--- src/rtl/serial_rx_pkg.sv ---
package serial_rx_pkg;

  localparam int CHAR_W  = 8;
  localparam int PAY_MAX = CHAR_W + 1;
  localparam int IDX_W   = $clog2(PAY_MAX);

  // status byte bit positions
  localparam int FLG_RDY = 5;
  localparam int FLG_OVR = 3;
  localparam int FLG_NSE = 2;
  localparam int FLG_FRM = 1;
  localparam int FLG_PAR = 0;

  typedef enum logic [1:0] {
    RX_IDLE,
    RX_START,
    RX_DATA,
    RX_STOP
  } rx_state_e;

  typedef struct packed {
    logic [CHAR_W-1:0] data;
    logic              bit9;
    logic              perr;
    logic              ferr;
    logic              nerr;
  } rx_char_t;

endpackage

--- src/rtl/rx_line_sync.sv ---
module rx_line_sync #(
  parameter int STAGES = 2
) (
  input  logic clk,
  input  logic rst,
  input  logic rx_async,
  output logic rx_sync
);

  generate
    if (STAGES <= 1) begin : g_single
      logic stage_q;
      always_ff @(posedge clk) begin
        if (rst) stage_q <= 1'b1;
        else     stage_q <= rx_async;
      end
      assign rx_sync = stage_q;
    end else begin : g_chain
      logic [STAGES-1:0] chain_q;
      always_ff @(posedge clk) begin
        if (rst) chain_q <= '1;
        else     chain_q <= {chain_q[STAGES-2:0], rx_async};
      end
      assign rx_sync = chain_q[STAGES-1];
    end
  endgenerate

endmodule

--- src/rtl/rx_vote_timer.sv ---
module rx_vote_timer #(
  parameter int OSR = 16
) (
  input  logic clk,
  input  logic rst,
  input  logic tick,
  input  logic rx,
  input  logic launch,
  input  logic active,
  output logic bit_strobe,
  output logic bit_value,
  output logic bit_noisy
);

  localparam int CW  = $clog2(OSR);
  localparam int MID = OSR / 2;

  generate
    if (OSR < 4) begin : g_bad_osr
      $error("rx_vote_timer needs OSR of at least 4");
    end
  endgenerate

  logic [CW-1:0] cnt_q;
  logic          samp_a_q;
  logic          samp_b_q;

  always_ff @(posedge clk) begin
    if (rst) begin
      cnt_q    <= '0;
      samp_a_q <= 1'b1;
      samp_b_q <= 1'b1;
    end else if (launch) begin
      cnt_q <= CW'(1);
    end else if (active && tick) begin
      if (cnt_q == CW'(OSR - 1)) cnt_q <= '0;
      else                       cnt_q <= cnt_q + 1'b1;
      if (cnt_q == CW'(MID - 1)) samp_a_q <= rx;
      if (cnt_q == CW'(MID))     samp_b_q <= rx;
    end
  end

  assign bit_strobe = active && tick && (cnt_q == CW'(MID + 1));
  assign bit_value  = (samp_a_q & samp_b_q) | (samp_a_q & rx) | (samp_b_q & rx);
  assign bit_noisy  = (samp_a_q != samp_b_q) || (samp_b_q != rx);


  strobe_gap_chk: assert property (@(posedge clk) disable iff (rst)
    bit_strobe |=> !bit_strobe);

endmodule

--- src/rtl/rx_frame_ctl.sv ---
module rx_frame_ctl
  import serial_rx_pkg::*;
(
  input  logic     clk,
  input  logic     rst,
  input  logic     tick,
  input  logic     rx,
  input  logic     cfg_nine,
  input  logic     cfg_par_en,
  input  logic     cfg_par_odd,
  input  logic     bit_strobe,
  input  logic     bit_value,
  input  logic     bit_noisy,
  output logic     launch,
  output logic     active,
  output logic     char_valid,
  output rx_char_t char_out
);

  rx_state_e          st_q;
  logic [IDX_W-1:0]   idx_q;
  logic [PAY_MAX-1:0] pay_q;
  logic               noise_q;
  logic               nine_q;
  logic               pen_q;
  logic               odd_q;
  logic               done_q;
  rx_char_t           char_q;

  logic [IDX_W-1:0]   last_idx;
  logic [PAY_MAX-1:0] par_mask;

  assign last_idx = nine_q ? IDX_W'(PAY_MAX - 1) : IDX_W'(PAY_MAX - 2);
  assign par_mask = nine_q ? {PAY_MAX{1'b1}} : {1'b0, {(PAY_MAX-1){1'b1}}};
  assign launch   = (st_q == RX_IDLE) && tick && !rx;
  assign active   = (st_q != RX_IDLE);

  always_ff @(posedge clk) begin
    if (rst) begin
      st_q    <= RX_IDLE;
      idx_q   <= '0;
      pay_q   <= '0;
      noise_q <= 1'b0;
      nine_q  <= 1'b0;
      pen_q   <= 1'b0;
      odd_q   <= 1'b0;
      done_q  <= 1'b0;
      char_q  <= '0;
    end else begin
      done_q <= 1'b0;
      unique case (st_q)
        RX_IDLE: begin
          if (launch) begin
            st_q   <= RX_START;
            nine_q <= cfg_nine;
            pen_q  <= cfg_par_en;
            odd_q  <= cfg_par_odd;
          end
        end
        RX_START: begin
          if (bit_strobe) begin
            if (bit_value) begin
              st_q <= RX_IDLE;
            end else begin
              st_q    <= RX_DATA;
              idx_q   <= '0;
              noise_q <= bit_noisy;
            end
          end
        end
        RX_DATA: begin
          if (bit_strobe) begin
            pay_q[idx_q] <= bit_value;
            noise_q      <= noise_q | bit_noisy;
            if (idx_q == last_idx) st_q <= RX_STOP;
            else                   idx_q <= idx_q + 1'b1;
          end
        end
        RX_STOP: begin
          if (bit_strobe) begin
            done_q      <= 1'b1;
            char_q.data <= pay_q[CHAR_W-1:0];
            char_q.bit9 <= nine_q & pay_q[PAY_MAX-1];
            char_q.perr <= pen_q & ((^(pay_q & par_mask)) ^ odd_q);
            char_q.ferr <= !bit_value;
            char_q.nerr <= noise_q | bit_noisy;
            st_q        <= RX_IDLE;
          end
        end
        default: st_q <= RX_IDLE;
      endcase
    end
  end

  assign char_valid = done_q;
  assign char_out   = char_q;


  done_pulse_chk: assert property (@(posedge clk) disable iff (rst)
    done_q |=> !done_q);


  false_start_chk: assert property (@(posedge clk) disable iff (rst)
    (st_q == RX_START && bit_strobe && bit_value) |=> (st_q == RX_IDLE && !done_q));


  stop_to_idle_chk: assert property (@(posedge clk) disable iff (rst)
    (st_q == RX_STOP && bit_strobe) |=> (st_q == RX_IDLE));

endmodule

--- src/rtl/rx_flag_bank.sv ---
module rx_flag_bank
  import serial_rx_pkg::*;
(
  input  logic              clk,
  input  logic              rst,
  input  logic              char_valid,
  input  rx_char_t          char_in,
  input  logic              rd_status,
  input  logic              rd_data,
  input  logic              ie_ready,
  input  logic              ie_overrun,
  input  logic              ie_noise,
  input  logic              ie_frame,
  input  logic              ie_parity,
  output logic [CHAR_W-1:0] rx_data,
  output logic              rx_bit9,
  output logic [7:0]        rx_status,
  output logic              irq_rx,
  output logic              irq_err
);

  logic [CHAR_W-1:0] data_q, data_n;
  logic              b9_q, b9_n;
  logic              rdy_q, rdy_n;
  logic              ovr_q, ovr_n;
  logic              nse_q, nse_n;
  logic              frm_q, frm_n;
  logic              par_q, par_n;
  logic              armed_q, armed_n;
  logic              irq_rx_q, irq_err_q;
  logic              clr;

  always_comb begin
    clr     = rd_data && armed_q;
    data_n  = data_q;
    b9_n    = b9_q;
    rdy_n   = rdy_q;
    ovr_n   = ovr_q;
    nse_n   = nse_q;
    frm_n   = frm_q;
    par_n   = par_q;
    armed_n = armed_q;
    if (clr) begin
      rdy_n   = 1'b0;
      ovr_n   = 1'b0;
      nse_n   = 1'b0;
      frm_n   = 1'b0;
      par_n   = 1'b0;
      armed_n = 1'b0;
    end
    if (rd_status) armed_n = 1'b1;
    if (char_valid) begin
      if (rdy_q && !clr) begin
        ovr_n = 1'b1;
      end else begin
        data_n  = char_in.data;
        b9_n    = char_in.bit9;
        rdy_n   = 1'b1;
        nse_n   = char_in.nerr;
        frm_n   = char_in.ferr;
        par_n   = char_in.perr;
        armed_n = 1'b0;
      end
    end
  end

  always_ff @(posedge clk) begin
    if (rst) begin
      data_q    <= '0;
      b9_q      <= 1'b0;
      rdy_q     <= 1'b0;
      ovr_q     <= 1'b0;
      nse_q     <= 1'b0;
      frm_q     <= 1'b0;
      par_q     <= 1'b0;
      armed_q   <= 1'b0;
      irq_rx_q  <= 1'b0;
      irq_err_q <= 1'b0;
    end else begin
      data_q    <= data_n;
      b9_q      <= b9_n;
      rdy_q     <= rdy_n;
      ovr_q     <= ovr_n;
      nse_q     <= nse_n;
      frm_q     <= frm_n;
      par_q     <= par_n;
      armed_q   <= armed_n;
      irq_rx_q  <= rdy_n & ie_ready;
      irq_err_q <= (ovr_n & ie_overrun) | (nse_n & ie_noise) |
                   (frm_n & ie_frame) | (par_n & ie_parity);
    end
  end

  always_comb begin
    rx_status          = '0;
    rx_status[FLG_RDY] = rdy_q;
    rx_status[FLG_OVR] = ovr_q;
    rx_status[FLG_NSE] = nse_q;
    rx_status[FLG_FRM] = frm_q;
    rx_status[FLG_PAR] = par_q;
  end

  assign rx_data = data_q;
  assign rx_bit9 = b9_q;
  assign irq_rx  = irq_rx_q;
  assign irq_err = irq_err_q;


  ovr_set_chk: assert property (@(posedge clk) disable iff (rst)
    (char_valid && rdy_q && !clr) |=> ovr_q);


  ovr_keep_chk: assert property (@(posedge clk) disable iff (rst)
    (char_valid && rdy_q && !clr) |=> ($stable(data_q) && $stable(b9_q) && $stable(par_q)));


  lone_read_chk: assert property (@(posedge clk) disable iff (rst)
    (rd_data && !armed_q && !char_valid) |=> $stable(rdy_q));


  clear_seq_chk: assert property (@(posedge clk) disable iff (rst)
    (rd_data && armed_q && !char_valid) |=> (!rdy_q && !ovr_q && !nse_q && !frm_q && !par_q));


  irq_err_src_chk: assert property (@(posedge clk) disable iff (rst)
    irq_err |-> (ovr_q || nse_q || frm_q || par_q));


  irq_rx_src_chk: assert property (@(posedge clk) disable iff (rst)
    irq_rx |-> rdy_q);

endmodule

--- src/rtl/serial_rx_framer.sv ---
module serial_rx_framer
  import serial_rx_pkg::*;
#(
  parameter int OVERSAMPLE  = 16,
  parameter int SYNC_STAGES = 2
) (
  input  logic       clk,
  input  logic       rst,
  input  logic       os_tick,
  input  logic       rx_in,
  input  logic       cfg_nine,
  input  logic       cfg_par_en,
  input  logic       cfg_par_odd,
  input  logic       rd_status,
  input  logic       rd_data,
  input  logic       ie_ready,
  input  logic       ie_overrun,
  input  logic       ie_noise,
  input  logic       ie_frame,
  input  logic       ie_parity,
  output logic [7:0] rx_data,
  output logic       rx_bit9,
  output logic [7:0] rx_status,
  output logic       irq_rx,
  output logic       irq_err
);

  logic     rx_s;
  logic     launch;
  logic     active;
  logic     bit_strobe;
  logic     bit_value;
  logic     bit_noisy;
  logic     char_valid;
  rx_char_t char_w;

  rx_line_sync #(.STAGES(SYNC_STAGES)) u_sync (
    .clk      (clk),
    .rst      (rst),
    .rx_async (rx_in),
    .rx_sync  (rx_s)
  );

  rx_vote_timer #(.OSR(OVERSAMPLE)) u_vote (
    .clk        (clk),
    .rst        (rst),
    .tick       (os_tick),
    .rx         (rx_s),
    .launch     (launch),
    .active     (active),
    .bit_strobe (bit_strobe),
    .bit_value  (bit_value),
    .bit_noisy  (bit_noisy)
  );

  rx_frame_ctl u_frame (
    .clk         (clk),
    .rst         (rst),
    .tick        (os_tick),
    .rx          (rx_s),
    .cfg_nine    (cfg_nine),
    .cfg_par_en  (cfg_par_en),
    .cfg_par_odd (cfg_par_odd),
    .bit_strobe  (bit_strobe),
    .bit_value   (bit_value),
    .bit_noisy   (bit_noisy),
    .launch      (launch),
    .active      (active),
    .char_valid  (char_valid),
    .char_out    (char_w)
  );

  rx_flag_bank u_flags (
    .clk        (clk),
    .rst        (rst),
    .char_valid (char_valid),
    .char_in    (char_w),
    .rd_status  (rd_status),
    .rd_data    (rd_data),
    .ie_ready   (ie_ready),
    .ie_overrun (ie_overrun),
    .ie_noise   (ie_noise),
    .ie_frame   (ie_frame),
    .ie_parity  (ie_parity),
    .rx_data    (rx_data),
    .rx_bit9    (rx_bit9),
    .rx_status  (rx_status),
    .irq_rx     (irq_rx),
    .irq_err    (irq_err)
  );

endmodule

--- config.mk ---
export PLATFORM = sky130hd
export DESIGN_NAME = serial_rx_framer
export DESIGN_NICKNAME = d
export VERILOG_FILES = /design/src/rtl/serial_rx_pkg.sv /design/src/rtl/rx_line_sync.sv /design/src/rtl/rx_vote_timer.sv /design/src/rtl/rx_frame_ctl.sv /design/src/rtl/rx_flag_bank.sv /design/src/rtl/serial_rx_framer.sv
export SDC_FILE = /design/constraint.sdc
export NUM_CORES = 1
export LEC_CHECK = 0
export BUFFER_PORTS_ARGS = -buffer_cell sky130_fd_sc_hd__buf_2
export CORE_ASPECT_RATIO = 0.9
export CORE_MARGIN = 5
export CORE_UTILIZATION = 57
export DETAILED_ROUTE_END_ITERATION = 6
export PLACE_DENSITY = 0.83
export RECOVER_POWER = 25
export SLEW_MARGIN = 20
export SYNTH_ARGS = -nofsm -noshare
export SYNTH_HDL_FRONTEND = slang
export SYNTH_SLANG_ARGS = --single-unit
--- constraint.sdc ---
create_clock -name clk -period 2.6 [get_ports clk]
set_input_delay 0.13 -clock clk [delete_from_list [all_inputs] [get_ports clk]]
set_output_delay 0.13 -clock clk [all_outputs]
set_load 0.005 [all_outputs]
==> impl_metrics.py <==
metrics = {
    "run_status": {
        "run_status": "finished, violations left",
        "violations": "capacitance limit, slew limit",
    },
    "routing": {
        "detailed_route_via_count": 2111,
        "vias_per_cell": 5.39,
        "detailedRoute.firstPassIterationCount": 4,
        "wl_um": 5380,
        "route.antenna.remaining_nets": 0,
        "drt-wirelength-per-cell_um": 13.7,
        "detail_route.drc_violations": 0,
        "first_iter_violations": 132,
    },
    "sta": {
        "relSlewSlack": -0.542,
        "post-route-period-util": 0.853,
        "fmax_ghz": 0.451,
        "final_max_slew_viol_count": 58,
        "worst_clock_skew_ns": 0.00675,
        "setup_total_negative_slack_ns": 0,
        "hold_viol": 0,
        "final_setup_violation_count": 0,
        "period_needed_ns": 2.22,
        "unrepaired_setup_endpoints_after_global_routing": "false",
        "whs_ns": 0.0535,
        "tightestPinTransition_ns": 2.31,
    },
    "final_layout": {
        "final_net_count": 355,
        "layout-drive-gt1-share": 0.124,
        "area_growth_syn_to_layout_pct": 12.1,
        "filler_cells_inserted": 386,
        "final_design_area_no_fill_um2": 3000,
        "ff_latch_area_um2": 1140,
        "num_antenna_cells": 0,
        "multi_input_area_um2": 1390,
    },
    "worst_setup_path": {
        "setup.worst_path.end_class": "register",
        "worst_path_largest_cell_delay_ns": 0.52,
        "crit_fanout": 13,
        "timing_startpoint_of_the_critical_path": "u_frame.st_q[0]$_SDFFE_PP0P_",
        "start_kind": "register",
        "worstPathArrival_ns": 2.48,
        "critical_path.cell_chain": "inv_1 > ha_1 > and4bb_4 > and2_4 > a31oi_4 > or4_1 > a21oi_1",
        "reg2reg_from": "u_frame.st_q[0]$_SDFFE_PP0P_",
        "worst_path_max_delay_cell": "or4_1",
        "worstSetupPathType": "register to register",
        "critical_path_required_ns": 2.86,
    },
    "min_path": {
        "worst_hold_check_path_type": "input pin to register",
        "min-delay-start": "cfg_nine",
    },
    "floorplan": {
        "chipWidth_um": 82.2,
        "core_area_um2": 4490,
        "start_util": 0.596,
        "io_pins": 33,
        "area_of_the_die_um2": 6160,
        "die-height_um": 75.0,
        "row_count": 23,
    },
    "clock_network": {
        "htree_num_levels": 3,
        "post_cts_hold_buffer_count": 2,
        "root_buffer_cell": "clkbuf_8",
        "clock_buffers_created_by_tritoncts": 9,
        "clock_sinks": 57,
        "tritoncts": "built",
        "worstSkewPairLatency_ns": 0.33,
        "cts-resized-gates": 0,
        "post-cts-setup-buffers": 0,
        "cts.clk_slew.worst_paths_ns": 0.06,
        "cts_buffer_depth": 2,
    },
    "logic_synthesis": {
        "yosysMostFrequentCell": "dfxtp_1",
        "yosysTopAreaCellShare": 0.427,
        "netlist_area_um2": 2670,
        "synthArstFlopShare": 0,
        "synthDominantAreaCellType": "dfxtp_1",
        "synth_seq_cells": 57,
        "netlist-cell-type-count": 45,
        "synth_area_leaders": "dfxtp_1 43%, mux2i_1 6.7%, ha_1 6.1%",
        "synth_sequential_area_ratio": 0.427,
        "count_of_flip_flops_with_a_built_in_enable_after_synthesis": 0,
        "number_of_warnings_reported_in_the_yosys_synthesis_log": 0,
        "yosys-top-cells-count": "57 x dfxtp_1, 36 x nand2_1, 31 x nor2_1",
        "synth_ff_type": "dfxtp_1",
        "synthCells": 301,
        "synth.avg_cell_area_um2": 8.88,
    },
    "pwr": {
        "vdd_ir_drop_max_uv": 463,
        "powerDensity_nw_per_um2": 580,
        "p_leak_nw": 1.22,
        "power.total_mw": 1.74,
    },
    "placed_design": {
        "post-dp-hpwl_um": 3610,
        "io_buffer_count": 29,
        "dpl-instance-area_um2": 2820,
        "routability_congestion_estimate": 0.850,
    },
    "global_routing": {
        "grt_pass1_vias": 2025,
        "antenna_found_initial": 0,
        "global_route.overflow_total": 0,
        "global_route.usage.total": 0.196,
        "first_pass_grt_wire_length_um": 9100,
        "maximum_number_of_pins_on_one_net_before_global_route_repair": 58,
    },
    "run": {
        "maxCapViolCount": 1,
    },
}
through the flow:
stage	instances	setup WS, ns	utilization
5_1_grt	392	0.194	0.668
4_1_cts	392	0.395	0.670
3_5_place_dp	377	0.448	0.628
3_3_place_gp	377	0.521	0.628
2_1_floorplan	303	0.653	-
6_report	392	0.383	0.668
critical path, delay by kind of cell (launching register included):
family          cells  cell delay [ns]
simple gates        3             1.14
flops               1             0.39
compound gates      2             0.28
fa+ha+maj           1             0.24
buf+inv             1             0.11
path summary, 6_finish.rpt:
path                                     endpoint  slack [ns]  cells after the start
min                   u_frame.nine_q$_SDFFE_PP0P_        0.05                      3
min reg2reg  u_sync.g_chain.chain_q[1]$_SDFF_PP1_        0.42                      1
max                 u_frame.idx_q[3]$_SDFFE_PP0P_        0.38                      7
max reg2reg         u_frame.idx_q[3]$_SDFFE_PP0P_        0.38                      7
state kept, by name, summed over array words and instances, names as in the netlist, 2 cells and up, named ones only:
name / count
u_frame.char_out: 12
u_flags.rx_data: 8
u_frame.idx_q: 4
u_sync.g_chain.chain_q: 2
u_vote.cnt_q: 4
u_frame.pay_q: 9
report_power, final:
group,internal (mW),switching (mW),leakage [nW]
clock,0.408,0.309,0.0875
sequential,0.883,0.00968,0.460
combinational,0.0499,0.0785,0.669
cell families after synthesis:
logic type | Yosys count | share of synthesized area
multiplexers | 19 | 0.0716
buffers and inverters | 31 | 0.0552
flip-flops | 57 | 0.427
AND/OR/NAND/NOR | 117 | 0.215
AO/OA/AOI/OAI | 55 | 0.138
XOR/XNOR | 8 | 0.0314
other | 1 | 0.00140
adder cells (fa/ha/maj) | 13 | 0.0608
metal layers:
| metal | wire [um] | track usage | up-vias | part of all wire |
|---|---|---|---|---|
| met5 | 0 | 0 | - | 0 |
| met4 | 65 | 0.0923 | 0 | 0.012 |
| met3 | 298 | 0.0694 | 10 | 0.055 |
| met2 | 2390 | 0.296 | 49 | 0.44 |
| met1 | 2630 | 0.251 | 966 | 0.49 |
| li1 | - | - | 1086 | - |
placed cells by master (no fill, tap or decap), types with 2 or more instances in the layout:
master,n
a211oi_1,3
a21boi_0,3
a21oi_1,26
a22oi_1,5
buf_2,19
buf_4,3
clkbuf_1,10
clkbuf_8,12
conb_1,3
dfxtp_1,57
dlygate4sd3_1,2
ha_1,13
inv_1,11
mux2i_1,18
nand2_1,36
nand2b_1,7
nand3_1,6
nand3b_1,2
nand4_1,10
nor2_1,31
nor2b_1,6
nor3_1,4
nor3b_1,2
nor4_1,2
o21ai_0,2
o2bb2ai_1,4
o31ai_1,3
or2_2,3
or4_1,3
xnor2_1,6
cell type report:
| type | instances | area share |
|---|---|---|
| clock buffer | 13 | 0.0564 |
| inverter | 11 | 0.0138 |
| multi-input combinational | 215 | 0.465 |
| sequential | 57 | 0.381 |
| tap | 62 | 0.0259 |
| timing repair buffer | 34 | 0.0585 |
No activity file was read; power rests on OpenSTA's default activity.
